==> src/rtl/eprom_prog_pkg.sv <==
package eprom_prog_pkg;
  typedef enum logic [3:0] {
    ST_IDLE, ST_FETCH, ST_PRE_RD, ST_ALIGN, ST_PULSE,
    ST_VFY_RD, ST_NEXT, ST_FIN_RD, ST_DONE, ST_FAIL
  } seq_state_e;

  typedef enum logic [1:0] {
    FC_NONE    = 2'd0,
    FC_EXHAUST = 2'd1,
    FC_BLOCKED = 2'd2,
    FC_FINAL   = 2'd3
  } fail_code_e;
endpackage

==> src/rtl/eprom_tick_timer.sv <==
// Counts millisecond strobes; expire marks the strobe that ends the pulse.
module eprom_tick_timer #(
  parameter int LENW = 7
) (
  input  logic            clk,
  input  logic            rst_n,
  input  logic            load,
  input  logic [LENW-1:0] len,
  input  logic            ms_tick,
  output logic            expire
);
  logic [LENW-1:0] cnt;

  always_ff @(posedge clk or negedge rst_n) begin
    if (!rst_n)                   cnt <= '0;
    else if (load)                cnt <= len;
    else if (ms_tick && cnt != 0) cnt <= cnt - 1'b1;
  end

  assign expire = ms_tick && (cnt == LENW'(1));
endmodule

==> src/rtl/eprom_settle.sv <==
// Read settling delay: ready once SETTLE cycles have passed since load.
module eprom_settle #(
  parameter int SETTLE = 3
) (
  input  logic clk,
  input  logic rst_n,
  input  logic load,
  output logic ready
);
  localparam int SW = $clog2(SETTLE + 2);
  logic [SW-1:0] cnt;

  always_ff @(posedge clk or negedge rst_n) begin
    if (!rst_n)         cnt <= '0;
    else if (load)      cnt <= SW'(SETTLE);
    else if (cnt != 0)  cnt <= cnt - 1'b1;
  end

  assign ready = (cnt == '0);
endmodule

==> src/rtl/eprom_byte_judge.sv <==
// Compares a read-back byte with the wanted byte.
module eprom_byte_judge #(
  parameter int DW = 8
) (
  input  logic [DW-1:0] want,
  input  logic [DW-1:0] got,
  output logic          match,
  output logic          blocked
);
  assign match   = (want == got);
  // a wanted 1 over a cell already at 0 can never be reached
  assign blocked = |(want & ~got);
endmodule

==> src/rtl/eprom_prog_seq.sv <==
module eprom_prog_seq
  import eprom_prog_pkg::*;
#(
  parameter int AW         = 8,
  parameter int DW         = 8,
  parameter int MAX_PULSES = 25,
  parameter int OVP_MULT   = 3,
  parameter int SETTLE     = 3
) (
  input  logic          clk,
  input  logic          rst_n,
  input  logic          ms_tick,
  input  logic          start,
  input  logic [AW-1:0] addr_lo,
  input  logic [AW-1:0] addr_hi,
  input  logic          src_valid,
  output logic          src_ready,
  input  logic [DW-1:0] src_data,
  output logic [AW-1:0] dev_addr,
  output logic [DW-1:0] dev_data_out,
  output logic          dev_drive,
  input  logic [DW-1:0] dev_data_in,
  output logic          ce_n,
  output logic          oe_n,
  output logic          vcc_hi,
  output logic          vpp_hi,
  output logic          done,
  output logic          fail,
  output logic [AW-1:0] fail_addr,
  output logic [1:0]    fail_code
);
  localparam int XW   = $clog2(MAX_PULSES + 1);
  localparam int LENW = $clog2(OVP_MULT * MAX_PULSES + 1);

  seq_state_e      state, nxt;
  logic [AW-1:0]   cur, lo_q, hi_q;
  logic [DW-1:0]   want_q;
  logic [XW-1:0]   x_cnt;
  logic            pass2, ovp_phase;
  logic            reading, rd_enter, rd_ready, expire, match, blocked;
  logic [LENW-1:0] pulse_len;
  logic            budget_out, last_addr, busy;

  assign reading    = (state == ST_PRE_RD) || (state == ST_VFY_RD) || (state == ST_FIN_RD);
  assign rd_enter   = (nxt != state) &&
                      ((nxt == ST_PRE_RD) || (nxt == ST_VFY_RD) || (nxt == ST_FIN_RD));
  assign budget_out = (x_cnt == XW'(MAX_PULSES));
  assign last_addr  = (cur == hi_q);
  assign busy       = !((state == ST_IDLE) || (state == ST_DONE) || (state == ST_FAIL));
  assign pulse_len  = ovp_phase ? LENW'(LENW'(OVP_MULT) * LENW'(x_cnt)) : LENW'(1);

  eprom_tick_timer #(.LENW(LENW)) u_timer (
    .clk(clk), .rst_n(rst_n), .load(state == ST_ALIGN && ms_tick),
    .len(pulse_len), .ms_tick(ms_tick), .expire(expire));

  eprom_settle #(.SETTLE(SETTLE)) u_settle (
    .clk(clk), .rst_n(rst_n), .load(rd_enter), .ready(rd_ready));

  eprom_byte_judge #(.DW(DW)) u_judge (
    .want(want_q), .got(dev_data_in), .match(match), .blocked(blocked));

  always_comb begin
    nxt = state;
    case (state)
      ST_IDLE, ST_DONE, ST_FAIL: if (start) nxt = ST_FETCH;
      ST_FETCH:  if (src_valid) nxt = pass2 ? ST_FIN_RD : ST_PRE_RD;
      ST_PRE_RD: if (rd_ready)  nxt = blocked ? ST_FAIL : ST_ALIGN;
      ST_ALIGN:  if (ms_tick)   nxt = ST_PULSE;
      ST_PULSE:  if (expire)    nxt = ovp_phase ? ST_NEXT : ST_VFY_RD;
      ST_VFY_RD: if (rd_ready)  nxt = (!match && budget_out) ? ST_FAIL : ST_ALIGN;
      ST_FIN_RD: if (rd_ready)  nxt = match ? ST_NEXT : ST_FAIL;
      ST_NEXT:   nxt = (last_addr && pass2) ? ST_DONE : ST_FETCH;
      default:   nxt = ST_IDLE;
    endcase
  end

  always_ff @(posedge clk or negedge rst_n) begin
    if (!rst_n) begin
      state     <= ST_IDLE;
      cur       <= '0;
      lo_q      <= '0;
      hi_q      <= '0;
      want_q    <= '0;
      x_cnt     <= '0;
      pass2     <= 1'b0;
      ovp_phase <= 1'b0;
      done      <= 1'b0;
      fail      <= 1'b0;
      fail_addr <= '0;
      fail_code <= FC_NONE;
    end else begin
      state <= nxt;
      case (state)
        ST_IDLE, ST_DONE, ST_FAIL: if (start) begin
          cur       <= addr_lo;
          lo_q      <= addr_lo;
          hi_q      <= addr_hi;
          pass2     <= 1'b0;
          done      <= 1'b0;
          fail      <= 1'b0;
          fail_addr <= '0;
          fail_code <= FC_NONE;
        end
        ST_FETCH: if (src_valid) begin
          want_q    <= src_data;
          x_cnt     <= '0;
          ovp_phase <= 1'b0;
        end
        ST_PRE_RD: if (rd_ready && blocked) begin
          fail      <= 1'b1;
          fail_addr <= cur;
          fail_code <= FC_BLOCKED;
        end
        ST_ALIGN: if (ms_tick && !ovp_phase) x_cnt <= x_cnt + 1'b1;
        ST_VFY_RD: if (rd_ready) begin
          if (match) ovp_phase <= 1'b1;
          else if (budget_out) begin
            fail      <= 1'b1;
            fail_addr <= cur;
            fail_code <= FC_EXHAUST;
          end
        end
        ST_FIN_RD: if (rd_ready && !match) begin
          fail      <= 1'b1;
          fail_addr <= cur;
          fail_code <= FC_FINAL;
        end
        ST_NEXT: begin
          if (!last_addr)  cur <= cur + 1'b1;
          else if (pass2)  done <= 1'b1;
          else begin
            pass2 <= 1'b1;
            cur   <= lo_q;
          end
        end
        default: ;
      endcase
    end
  end

  assign src_ready    = (state == ST_FETCH);
  assign dev_addr     = cur;
  assign dev_data_out = want_q;
  assign dev_drive    = (state == ST_PULSE) || (state == ST_ALIGN);
  assign ce_n         = !((state == ST_PULSE) || reading);
  assign oe_n         = !reading;
  assign vcc_hi       = busy && !pass2;
  assign vpp_hi       = busy && !pass2;
endmodule

==> config.mk <==
export PLATFORM = sky130hd
export DESIGN_NAME = eprom_prog_seq
export DESIGN_NICKNAME = d
export VERILOG_FILES = /design/src/rtl/eprom_prog_pkg.sv /design/src/rtl/eprom_tick_timer.sv /design/src/rtl/eprom_settle.sv /design/src/rtl/eprom_byte_judge.sv /design/src/rtl/eprom_prog_seq.sv
export SDC_FILE = /design/constraint.sdc
export NUM_CORES = 1
export LEC_CHECK = 0
export ABC_CLOCK_PERIOD_IN_PS = 3100
export CAP_MARGIN = 10
export CORE_MARGIN = 3
export CORE_UTILIZATION = 46
export CTS_BUF_LIST = sky130_fd_sc_hd__clkbuf_4 sky130_fd_sc_hd__clkbuf_8
export CTS_CLUSTER_SIZE = 16
export DETAILED_ROUTE_END_ITERATION = 8
export DONT_BUFFER_PORTS = 1
export PLACE_DENSITY = 0.65
export SETUP_SLACK_MARGIN = 0.02
export SYNTH_ARGS = -nofsm -noshare
export SYNTH_HDL_FRONTEND = slang
export SYNTH_SLANG_ARGS = --single-unit
==> constraint.sdc <==
create_clock -name clk -period 3.1 [get_ports clk]
set_clock_uncertainty 0.2 [all_clocks]
set_input_delay 0.31 -clock clk [delete_from_list [all_inputs] [get_ports clk]]
set_output_delay 0.31 -clock clk [all_outputs]
set_load 0.005 [all_outputs]
== After elaboration in Yosys (flattened, before gate mapping) ==
Index checks and enable logic that the tools add are counted.
Word-level totals
  register bits: 65
  input port bits: 37
  logic and storage cells: 150
Operators by class
  add/sub/neg operators: 4
  multipliers: 1
  equal/unequal tests: 29
  muxes and demuxes: 56
  bitwise operators: 2
  reduce and logical (&&, ||, !) cells: 44
Operators with widths (number)
  8-bit two-way mux: 9
  4-bit two-way mux: 11
  4-bit one-hot mux with 8 select lines: 1
  8-bit one-hot mux with 4 select lines: 1
  4-bit by 3-bit equality test with 1-bit output, second input constant: 6
  7-bit two-way mux: 3
  2-bit inequality test, second input constant: 9
  8-bit equality test: 2
  8-bit one-hot mux with 2 select lines: 1
  2-bit two-way mux: 7
  4-bit by 2-bit equality test with 1-bit output, second input constant: 3
  1-bit two-way mux: 12
  1-bit logical AND: 10
  5-bit two-way mux: 2
  5-bit one-hot mux with 2 select lines: 1
  2-bit nonzero test: 5
  3-bit two-way mux: 3
  3-bit AND reduction: 3
  8-bit by 1-bit adder with 8-bit output, second input constant: 1
  8-bit AND: 1
  4-bit equality test, second input constant: 2
  1-bit logical OR: 8
  8-bit NOT: 1
  2-bit one-hot mux with 4 select lines: 1
  other kinds (23): 33

== Depth between registers and ports, before layout ==
Gate-level depths: netlist of run 1.
  depth in word-level cells: 11
  depth in mapped cells: 9
  gate-level depth less buffers: 8

== Hierarchy ==
From an unflattened synthesis of run 1, not the netlist that was laid out.
Unflattened totals
  cells, all modules: 474
  area, all modules: 4140.2 um2
Modules (own cells, without submodules)
  eprom_prog_seq: times used 1, cells each 383, area each 3315.7 um2
  eprom_tick_timer: times used 1, cells each 52, area each 480.5 um2
  eprom_settle: times used 1, cells each 17, area each 181.4 um2
  eprom_byte_judge: times used 1, cells each 22, area each 162.7 um2

== Worst setup path before layout of run 1 ==
Ideal clock, no wire load.
  path type: register -> register
  start: register cur[5] (netlist: dev_addr[5])
  end: register u_settle.cnt[2]
  data arrival time: 2.015 ns
  path slack: 0.766 ns
  stages on the path, launching flop included: 9
  cell sequence: dfrtp_1 -> clkbuf_1 -> xor2_1 -> nor4_1 -> a31oi_1 -> clkbuf_1 -> or3_1 -> o22a_1 -> o21a_1
Between the ends
  word-level cells in the longest chain between the ends: 9
  elaborated cells on any way between the ends: 13
  classes of those cells: eq/ne: 5; mux: 3; reduce/logical: 5
RTL lines
  start: declaration: RTL line eprom_prog_seq.sv:36  | logic [AW-1:0] cur, lo_q, hi_q;
  start signal: assignment: RTL line eprom_prog_seq.sv:95  | cur <= addr_lo;
  start signal: assignment: RTL line eprom_prog_seq.sv:129  | if (!last_addr) cur <= cur + 1'b1;
  start signal: assignment: RTL line eprom_prog_seq.sv:133  | cur <= lo_q;
  8-bit equality test (*): RTL line eprom_prog_seq.sv:48  | assign last_addr = (cur == hi_q);
  1-bit logical AND (*): RTL line eprom_prog_seq.sv:72  | ST_NEXT: nxt = (last_addr && pass2) ? ST_DONE : ST_FETCH;
  4-bit two-way mux (*): RTL line eprom_prog_seq.sv:72
  4-bit one-hot mux with 8 select lines (*): RTL line eprom_prog_seq.sv:64  | case (state)
  via nxt[0]: RTL line eprom_prog_seq.sv:35  | seq_state_e state, nxt;
  4-bit by 2-bit equality test with 1-bit output / 4-bit by 3-bit equality test with 1-bit output (equally long branches): RTL line eprom_prog_seq.sv:46  | ((nxt == ST_PRE_RD) || (nxt == ST_VFY_RD) || (nxt == ST_FIN_RD));
  1-bit logical OR (2 in series): RTL line eprom_prog_seq.sv:46
  1-bit logical AND (*): RTL line eprom_prog_seq.sv:45  | assign rd_enter = (nxt != state) &&
  3-bit two-way mux / 2-bit nonzero test (equally long branches)
  end signal: assignment: RTL line eprom_settle.sv:15  | else if (load) cnt <= SW'(SETTLE);
  end signal: assignment: RTL line eprom_settle.sv:16  | else if (cnt != 0) cnt <= cnt - 1'b1;
  end: declaration: RTL line eprom_settle.sv:11  | logic [SW-1:0] cnt;
Mark *: on every way through the listed nets, which the timed path passes. The rest lies on a longest branch.
A chain may end at the register's enable or synchronous reset.

== Worst setup path in the final report of run 1 ==
  start: register state[0]
  end: register u_settle.cnt[0]
Between the ends
  word-level cells in the longest chain between the ends: 8
  elaborated cells on any way between the ends: 28
  classes of those cells: eq/ne: 13; mux: 9; reduce/logical: 6
RTL lines
  start: declaration: RTL line eprom_prog_seq.sv:35
  start signal: assignment: RTL line eprom_prog_seq.sv:92  | state <= nxt;
  4-bit equality test / 4-bit logical NOT (equally long branches): RTL line eprom_prog_seq.sv:64
  3-bit OR reduction: RTL line eprom_prog_seq.sv:64
  4-bit one-hot mux with 8 select lines: RTL line eprom_prog_seq.sv:64
  4-bit by 2-bit equality test with 1-bit output / 4-bit by 3-bit equality test with 1-bit output (equally long branches): RTL line eprom_prog_seq.sv:46
  1-bit logical OR (2 in series): RTL line eprom_prog_seq.sv:46
  1-bit logical AND (*): RTL line eprom_prog_seq.sv:45
  3-bit two-way mux / 2-bit nonzero test (equally long branches)
Mark *: on every way between the ends. The rest lies on a longest branch, timed or not.

==> results.json, run 1 <==
{
  "antenna_found_initial": 0,
  "cts_root_buf": "clkbuf_8",
  "path_cells": "or4b_4, nor4_2, a221oi_1, a311oi_1, o22a_1, o21ai_1",
  "cts_tree": "yes",
  "path_delay_family": "simple AND/OR/NAND/NOR gates",
  "synth_cells": 438,
  "worstMarginPinSlew_ns": 0.6891,
  "cts-resized-gates": 0,
  "grt_pass1_vias": 3194,
  "worstHoldPathCells": 3,
  "r2r-end": "u_settle.cnt[0]",
  "worst_setup_path_end_kind": "flip-flop",
  "die_area_um2": 9373,
  "die_y_um": 96.82,
  "clock_sinks": 65,
  "dr_total_vias": 3172,
  "drv_slew": 0,
  "critPathSlowestCell": "or4b_4",
  "synth-edff-count": 0,
  "wl_met3_um": 512,
  "wire_per_inst_um": 16.34,
  "grt_pass1_wl_mm": 16.17,
  "wl_met1_mm": 4.633,
  "ir_drop_uv": 415.7,
  "gr-total-overflow": 0,
  "reg2regPathDepth": 6,
  "crit_fanout": 14,
  "top_layer_used": "met4",
  "pin_count": 71,
  "cap_violations": 0,
  "diodes": 0,
  "min_period_ns": 2.680,
  "r2r_slack_ns": 0.42,
  "rsz0062_at_grt": "no",
  "final.setup.tns_ns": 0,
  "most-common-layout-cells": "114 x nand2_1, 65 x dfrtp_1, 31 x nor2_1, 27 x dlygate4sd3_1, 23 x o21ai_0",
  "drc": 0,
  "grt_use_total_pct": 20.89,
  "ys_seq_elements": 65,
  "yosys_warnings": 0,
  "ys_types": 53,
  "fp-row-count": 32,
  "r2r-start": "state[0]",
  "clk_path_buf_depth": 2,
  "power_density_nw_per_um2": 922.1,
  "drive_gt1_share_pct": 8.439,
  "crit_buf_inv": 0,
  "worstSkewPairLatency_ns": 0.34,
  "portBuffers": 0,
  "arrival_ns": 2.69,
  "slowest_delay_ns": 0.59,
  "hold_violations": 0,
  "drt-vias-per-instance": 5.507,
  "cts.clk_slew.worst_paths_ns": 0.08,
  "place_congestion": 0.9662,
  "dp_hpwl_mm": 6.651,
  "total_power_w": 0.004074,
  "timing.final.crit_share_pct": 86.44,
  "dr_wl_met2_mm": 4.225,
  "core-area_um2": 7848,
  "required_ns": 3.11,
  "hold_path.class": "in2reg",
  "synth_area_um2": 3794,
  "drt-initial-drc-count": 174,
  "worstHoldEndpoint": "dev_addr[1]",
  "async_flop_share_pct": 100.0,
  "max_freq_ghz": 0.3732,
  "synthFlopType": "dfrtp_1",
  "antenna_left": 0,
  "drt_pass1_iterations": 4,
  "start_util_pct": 48.34,
  "grt_max_degree": 66,
  "p_leak_nw": 2.128,
  "max_slew_margin_pct": 53.70,
  "worstHoldStart": "addr_lo[1]",
  "dieWidth_um": 96.82,
  "syn-mean-instance-area_um2": 8.661,
  "htree_levels": 3,
  "syn_to_final_growth_pct": 16.46,
  "setup_violations": 0,
  "ys_seq_area_share_pct": 42.88,
  "cts_hold_buf": 28,
  "final_nets": 529,
  "cts_buffers": 9,
  "cts_setup_buffers": 0,
  "routed_wirelength_mm": 9.412,
  "final_common_cell": "nand2_1",
  "start_kind": "flip-flop",
  "synthesis.nets": 497,
  "status": "complete, no violations",
  "path_class": "reg2reg"
}
[per-layer routing]
| layer | up-vias | track usage (%) |
|---|---|---|
| met5 | - | 0 |
| met2 | 87 | 30.94 |
| li1 | 1562 | - |
| met1 | 1517 | 30.68 |
| met3 | 6 | 4.398 |
| met4 | 0 | 6.371 |
[how the worst max path moves through the flow]
| stage | to | from | slack [ns] | depth (start not counted) |
|---|---|---|---|---|
| after global routing | u_settle.cnt[2] | dev_data_out[2] | 0.06 | 7 |
| final | u_settle.cnt[0] | state[0] | 0.42 | 6 |
| after floorplan | u_settle.cnt[2] | dev_addr[5] | 0.77 | 8 |
| after global placement | u_settle.cnt[0] | state[0] | 0.51 | 6 |
| after detailed placement | u_settle.cnt[0] | state[0] | 0.46 | 6 |
| after CTS | u_settle.cnt[0] | state[0] | 0.45 | 6 |
[sequential cells by signal, summed over array words and instances (netlist names)]
signal        flops
lo_q              8
hi_q              8
dev_addr          8
pass2             1
u_settle.cnt      3
fail              1
fail_code         2
state             4
x_cnt             5
ovp_phase         1
dev_data_out      8
fail_addr         8
done              1
u_timer.cnt       7
[area by class of cell]
| type | count | area [µm²] |
|---|---|---|
| fill | 727 | 3430 |
| multi-input combinational | 332 | 2006 |
| sequential | 65 | 1627 |
| timing repair buffer | 40 | 387.9 |
| clock buffer | 10 | 131.4 |
| tap | 102 | 127.6 |
| inverter | 22 | 82.58 |
| clock inverter | 5 | 56.30 |
[worst reg2reg max path, stage by stage (launching register included)]
cell and delay [ns]:
dfrtp_1 0.53, or4b_4 0.60, nor4_2 0.39, a221oi_1 0.22, a311oi_1 0.31, o22a_1 0.24, o21ai_1 0.07
[synth_stat cells (3+ instances only)]
cell type / count / area, µm²
nand2b_1: 7 / 43.79
inv_1: 21 / 78.83
o31ai_1: 3 / 22.52
nand4_1: 3 / 18.77
nor2b_1: 5 / 31.28
clkbuf_1: 15 / 56.30
mux2i_1: 7 / 70.07
a21oi_1: 11 / 55.05
buf_2: 3 / 15.01
o21ai_0: 23 / 115.1
o2111ai_1: 3 / 26.28
dfrtp_1: 65 / 1627
nor2_1: 31 / 116.4
o221a_2: 4 / 45.04
ha_1: 21 / 262.8
nor3_1: 7 / 35.03
a31oi_1: 5 / 31.28
and2_1: 3 / 18.77
nor4_1: 3 / 18.77
nand2_1: 114 / 427.9
nor3b_1: 3 / 22.52
xor2_1: 16 / 140.1
xnor2_1: 5 / 43.79
o22ai_1: 6 / 37.54
nand3_1: 10 / 50.05
o21a_1: 6 / 45.04
or3_1: 4 / 25.02
[stage by stage]
step,utilization [%],area (µm²),worst slack [ns],instances,hold slack [ns]
finish,56.30,4418,0.4202,576,0.06407
global route,56.30,4418,0.05510,576,0.08138
CTS,56.30,4418,0.4530,576,0.04396
detailed placement,50.11,3933,0.4623,533,-0.1834
global placement,50.11,3933,0.5055,533,-0.1836
floorplan,-,3794,0.7658,438,-0.1856
[power by group]
part | internal [W] | leakage [nW] | switching [W]
logic | 0.000761 | 1.21 | 0.000992
clock network | 0.000376 | 0.0959 | 0.000335
registers | 0.00120 | 0.821 | 0.000410
total | 0.00234 | 2.13 | 0.00174
[cells by family (layout without fill, tap and decap cells)]
kind of cell | after synthesis | after routing | synth area share, %
AND/OR/NAND/NOR | 200 | 200 | 24.08
buffers and inverters | 41 | 77 | 4.254
XOR/XNOR | 21 | 21 | 4.848
flip-flops | 65 | 65 | 42.88
multiplexers | 9 | 9 | 2.441
AO/OA/AOI/OAI | 80 | 80 | 14.05
adder cells (fa/ha/maj) | 22 | 22 | 7.454
Note: power is estimated with default switching activity, not from simulation.
==> inputs of run 2 (changes only) <==
--- a/config.mk
+++ b/config.mk
@@ -9,7 +9,6 @@
 export CAP_MARGIN = 10
 export CORE_MARGIN = 3
 export CORE_UTILIZATION = 46
-export CTS_BUF_LIST = sky130_fd_sc_hd__clkbuf_4 sky130_fd_sc_hd__clkbuf_8
 export CTS_CLUSTER_SIZE = 16
 export DETAILED_ROUTE_END_ITERATION = 8
 export DONT_BUFFER_PORTS = 1
==> run 2 against run 1 <==
Against the previous run: utilization about the same; combinational power is essentially flat; fmax fell by 0.20%; wire length is 0.17% higher; die area unchanged; worst hold slack worse by 0.0015 ns; power decreased by 0.10%; count of clock-buffer cells in the layout unchanged; non-clock buffer count is the same; clock power fell by 1%; highest routed layer unchanged.
==> results.json, run 2 (synthesized netlist as in run 1, its figures left out) <==
{
  "status": "complete, no violations",
  "antenna_left": 0,
  "p_leak_nw": 2.124,
  "crit_fanout": 14,
  "routed_wirelength_mm": 9.428,
  "worst_setup_path_end_kind": "flip-flop",
  "drt-vias-per-instance": 5.549,
  "path_delay_family": "simple AND/OR/NAND/NOR gates",
  "start_kind": "flip-flop",
  "grt_max_degree": 66,
  "gr-total-overflow": 0,
  "rsz0062_at_grt": "no",
  "place_congestion": 0.9662,
  "crit_start": "state[0]",
  "min_period_ns": 2.685,
  "hold_violations": 0,
  "finish.utilization_pct": 56.25,
  "critPathSlowestCell": "or4b_4",
  "cts.clk_slew.worst_paths_ns": 0.08,
  "worstMarginPinSlew_ns": 0.6875,
  "r2r_slack_ns": 0.41,
  "core-area_um2": 7848,
  "dp_cells": 533,
  "cts_buffers": 9,
  "setup_violations": 0,
  "antenna_found_initial": 0,
  "final.setup.tns_ns": 0,
  "worstSkewPairLatency_ns": 0.34,
  "drt_pass1_iterations": 4,
  "wire_per_inst_um": 16.37,
  "power_density_nw_per_um2": 921.9,
  "drt-initial-drc-count": 183,
  "grt_pass1_vias": 3192,
  "max_freq_ghz": 0.3724,
  "final_nets": 529,
  "diodes": 0,
  "cts_root_buf": "clkbuf_8",
  "slowest_delay_ns": 0.59,
  "grt_use_total_pct": 20.88,
  "dieWidth_um": 96.82,
  "start_util_pct": 48.34,
  "hold_path.class": "in2reg",
  "fp-row-count": 32,
  "r2r-start": "state[0]",
  "final_cell_count_no_fill": 576,
  "arrival_ns": 2.69,
  "final_common_cell": "nand2_1",
  "fill_cells": 726,
  "dr_total_vias": 3196,
  "clock_sinks": 65,
  "path_class": "reg2reg",
  "most-common-layout-cells": "114 x nand2_1, 65 x dfrtp_1, 31 x nor2_1, 27 x dlygate4sd3_1, 23 x o21ai_0",
  "pin_count": 71,
  "clk_path_buf_depth": 2,
  "portBuffers": 0,
  "timing.final.crit_share_pct": 86.61,
  "path_cells": "or4b_4, nor4_2, a221oi_1, a311oi_1, o22a_1, o21ai_1",
  "die_y_um": 96.82,
  "crit_buf_inv": 0,
  "cts_setup_buffers": 0,
  "cts_tree": "yes",
  "die_area_um2": 9373,
  "required_ns": 3.11,
  "worstHoldStart": "addr_lo[1]",
  "htree_levels": 3,
  "grt_pass1_wl_mm": 16.17,
  "drive_gt1_share_pct": 8.228,
  "cap_violations": 0,
  "drv_slew": 0,
  "dp_hpwl_mm": 6.651,
  "drc": 0,
  "syn_to_final_growth_pct": 16.36,
  "ir_drop_uv": 416.5,
  "max_slew_margin_pct": 53.81
}
[run 2: power by group]
group | switching, W | internal [W] | total (W)
registers | 0.000410 | 0.00120 | 0.00161
clock network | 0.000336 | 0.000367 | 0.000703
logic | 0.000994 | 0.000761 | 0.00176
[run 2: final cells by class]
class / count / area (µm²) / share of cell area [%]
Clock inverter: 5 / 56.30 / 1.276
Tap cell: 102 / 127.6 / 2.891
Multi-Input combinational cell: 332 / 2006 / 45.44
Inverter: 22 / 82.58 / 1.871
Sequential cell: 65 / 1627 / 36.85
Timing Repair Buffer: 40 / 387.9 / 8.787
Clock buffer: 10 / 127.6 / 2.891
[run 2: worst register-to-register path, cell delays in order (launching register included)]
cell	delay (ns)
dfrtp_1	0.53
or4b_4	0.60
nor4_2	0.39
a221oi_1	0.22
a311oi_1	0.31
o22a_1	0.24
o21ai_1	0.07
[run 2: final timing paths]
path                                   endpoint  depth (start not counted)
worst max-delay path            u_settle.cnt[0]                          6
worst min-delay path                dev_addr[1]                          3
worst max register to register  u_settle.cnt[0]                          6
worst min register to register          lo_q[0]                          2
max in group asynchronous        u_timer.cnt[6]                          2
min in group asynchronous              state[2]                          2
[run 2: timing repair]
action                    4_1_cts  5_1_grt
hold endpoints to repair       96        0
resized for setup               0        0
hold buffers                   28        0
[run 2: metal layers]
metal	up-vias	share of wire [%]	global-route usage [%]
li1	1563	-	-
met1	1539	50	30.64
met2	86	44	30.94
met3	8	5.3	4.398
met4	0	0.80	6.371
met5	-	0	0
[run 2: through the flow]
step	worst slack [ns]	cell area, µm²	power [W]	hold slack (ns)
6_report	0.4150	4414	0.004070	0.06256
5_1_grt	0.05740	4414	0.004432	0.08138
4_1_cts	0.4530	4414	0.004088	0.04396
3_5_place_dp	0.4623	3933	0.003325	-0.1834
3_3_place_gp	0.5055	3933	0.003288	-0.1836
2_1_floorplan	0.7658	3794	0.002841	-0.1856
==> inputs of run 3 (changes only) <==
--- a/config.mk
+++ b/config.mk
@@ -5,14 +5,14 @@
 export SDC_FILE = /design/constraint.sdc
 export NUM_CORES = 1
 export LEC_CHECK = 0
-export ABC_CLOCK_PERIOD_IN_PS = 3100
+export ABC_CLOCK_PERIOD_IN_PS = 2300
 export CAP_MARGIN = 10
 export CORE_MARGIN = 3
 export CORE_UTILIZATION = 46
 export CTS_CLUSTER_SIZE = 16
 export DETAILED_ROUTE_END_ITERATION = 8
 export DONT_BUFFER_PORTS = 1
-export PLACE_DENSITY = 0.65
+export PLACE_DENSITY = 0.67
 export SETUP_SLACK_MARGIN = 0.02
 export SYNTH_ARGS = -nofsm -noshare
 export SYNTH_HDL_FRONTEND = slang
==> constraint.sdc (replaced) <==
create_clock -name clk -period 2.3 [get_ports clk]
set_clock_uncertainty 0.2 [all_clocks]
set_input_delay 0.23 -clock clk [delete_from_list [all_inputs] [get_ports clk]]
set_output_delay 0.23 -clock clk [all_outputs]
set_load 0.005 [all_outputs]
==> run 3 against run 2 <==
Against the previous run: the flow now finishes with violations (setup timing); first-iteration DRC count grew 43%; largest power group unchanged; sequential cell count is the same; design area grew 17%.
==> results.json, run 3 (synthesized netlist as in run 1, its figures left out) <==
{
  "status": "finished, violations left",
  "violations": "setup timing",
  "drc": 0,
  "p_leak_nw": 2.487,
  "drt-vias-per-instance": 5.454,
  "path_class": "reg2reg",
  "final_area_um2": 5166,
  "final-seq-area_um2": 1629,
  "dp_cells": 571,
  "pin_count": 71,
  "rsz0062_at_grt": "yes",
  "ir_drop_uv": 628.0,
  "final_cell_count_no_fill": 632,
  "grt_pass1_wl_mm": 16.92,
  "max_freq_ghz": 0.4102,
  "place_area_um2": 4233,
  "hold_path.class": "in2reg",
  "grt_pass1_vias": 3362,
  "cts_root_buf": "clkbuf_8",
  "drive_gt1_share_pct": 24.91,
  "dp_hpwl_mm": 7.220,
  "arrival_ns": 2.48,
  "routed_wirelength_mm": 10.42,
  "place_congestion": 0.9649,
  "power_density_nw_per_um2": 1322,
  "crit_fanout": 7,
  "most-common-layout-cells": "106 x nand2_1, 63 x dfrtp_1, 59 x buf_4, 28 x nor2_1, 28 x dlygate4sd3_1",
  "multi_input_area_um2": 2243,
  "die_y_um": 96.82,
  "gr-total-overflow": 0,
  "fp-row-count": 32,
  "required_ns": 2.34,
  "start_util_pct": 48.34,
  "place_ws_ns": -0.1396,
  "final_common_cell": "nand2_1",
  "htree_levels": 3,
  "hold_violations": 0,
  "max_slew_margin_pct": 64.51,
  "drt_pass1_iterations": 5,
  "worstMarginPinSlew_ns": 0.5291,
  "use_met2_pct": 33.97,
  "start_kind": "flip-flop",
  "dr_total_vias": 3447,
  "busiest_layer": "met2",
  "cap_violations": 0,
  "syn_to_final_growth_pct": 36.18,
  "diodes": 0,
  "drt-initial-drc-count": 262,
  "fill_cells": 666,
  "timing.final.crit_share_pct": 106.0,
  "antenna_found_initial": 0,
  "finish.utilization_pct": 65.83,
  "drv_slew": 0,
  "setup_violations": 8,
  "worst_setup_path_end_kind": "flip-flop",
  "cts_buffers": 9,
  "gr-usage-met1_pct": 31.13,
  "grt_use_total_pct": 21.99,
  "cts.clk_slew.worst_paths_ns": 0.08,
  "dieWidth_um": 96.82,
  "clock_sinks": 65,
  "portBuffers": 0,
  "die_area_um2": 9373,
  "cts_tree": "yes",
  "min_period_ns": 2.438,
  "wire_per_inst_um": 16.49,
  "clk_path_buf_depth": 2,
  "antenna_left": 0,
  "core-area_um2": 7848,
  "setup_slack_ns": -0.1376,
  "worstSkewPairLatency_ns": 0.35,
  "grt_use_met3_pct": 4.182,
  "grt_max_degree": 66,
  "final_nets": 584
}
==> run 3: changes by cell type in the layout (fill, tap and decap cells not counted), moves of 6 or more <==
| cell | before | now |
|---|---|---|
| o21ai_0 | 23 | 14 |
| o21ai_1 | 2 | 8 |
| nand2_1 | 114 | 106 |
| nand2_2 | 0 | 8 |
| buf_4 | 12 | 59 |
| buf_6 | 0 | 7 |
==> run 3: worst max-delay path, cell delays in order, from the launching register on <==
cell and delay (ns):
dfrtp_1 0.41, buf_4 0.17, or4bb_1 0.58, nor2_4 0.14
a221oi_4 0.08, buf_4 0.17, a21o_1 0.17, o22a_1 0.23
o21a_1 0.18
==> run 3: area by class of cell <==
type                       instances  area share [%]
clock buffer                      12           3.003
clock inverter                     4           1.913
inverter                          22           1.598
multi-input combinational        332           43.42
sequential                        65           31.53
tap                              102           2.470
timing repair buffer              95           16.06
==> run 3: timing repair <==
item / in CTS / in global routing
endpoints found under the hold margin: 103 / 0
hold buffers: 29 / 0
setup buffers: 7 / 6
gates cloned: 0 / 3
pin swaps: 15 / 15
endpoints found under the setup margin: 17 / 18
resized for setup: 10 / 57
==> run 3: where the power goes <==
part           switching [W]  leakage (nW)  internal, W
Clock               0.000461         0.127     0.000782
Combinational        0.00191          1.54      0.00168
Sequential          0.000376         0.818      0.00162
==> run 3: through the flow <==
step                      hold WS, ns  setup TNS (ns)  total power (W)
after floorplan               -0.2656               0         0.003848
after global placement        -0.2640          -1.528         0.004832
after detailed placement      -0.2642          -1.599         0.004897
after CTS                     0.08551         -0.1948         0.006364
after global routing           0.1029          -1.874         0.007341
final                         0.09004         -0.5853         0.006830
==> run 3: final timing paths <==
| kind | end | slack, ns | cells after the start | startpoint |
|---|---|---|---|---|
| min in group asynchronous | u_timer.cnt[2] | 0.23 | 2 | rst_n |
| max in group asynchronous | pass2 | 1.39 | 2 | rst_n |
| max reg2reg | u_settle.cnt[2] | -0.14 | 8 | state[1] |
| min | ovp_phase | 0.09 | 3 | src_valid |
| max | u_settle.cnt[2] | -0.14 | 8 | state[1] |
| min reg2reg | lo_q[0] | 0.28 | 2 | lo_q[0] |
==> run 3: per-layer routing <==
layer / vias up / part of all wire (%)
met1: 1636 / 45
met4: 0 / 1.4
met2: 113 / 48
met5: - / 0
met3: 16 / 5.2
li1: 1682 / -
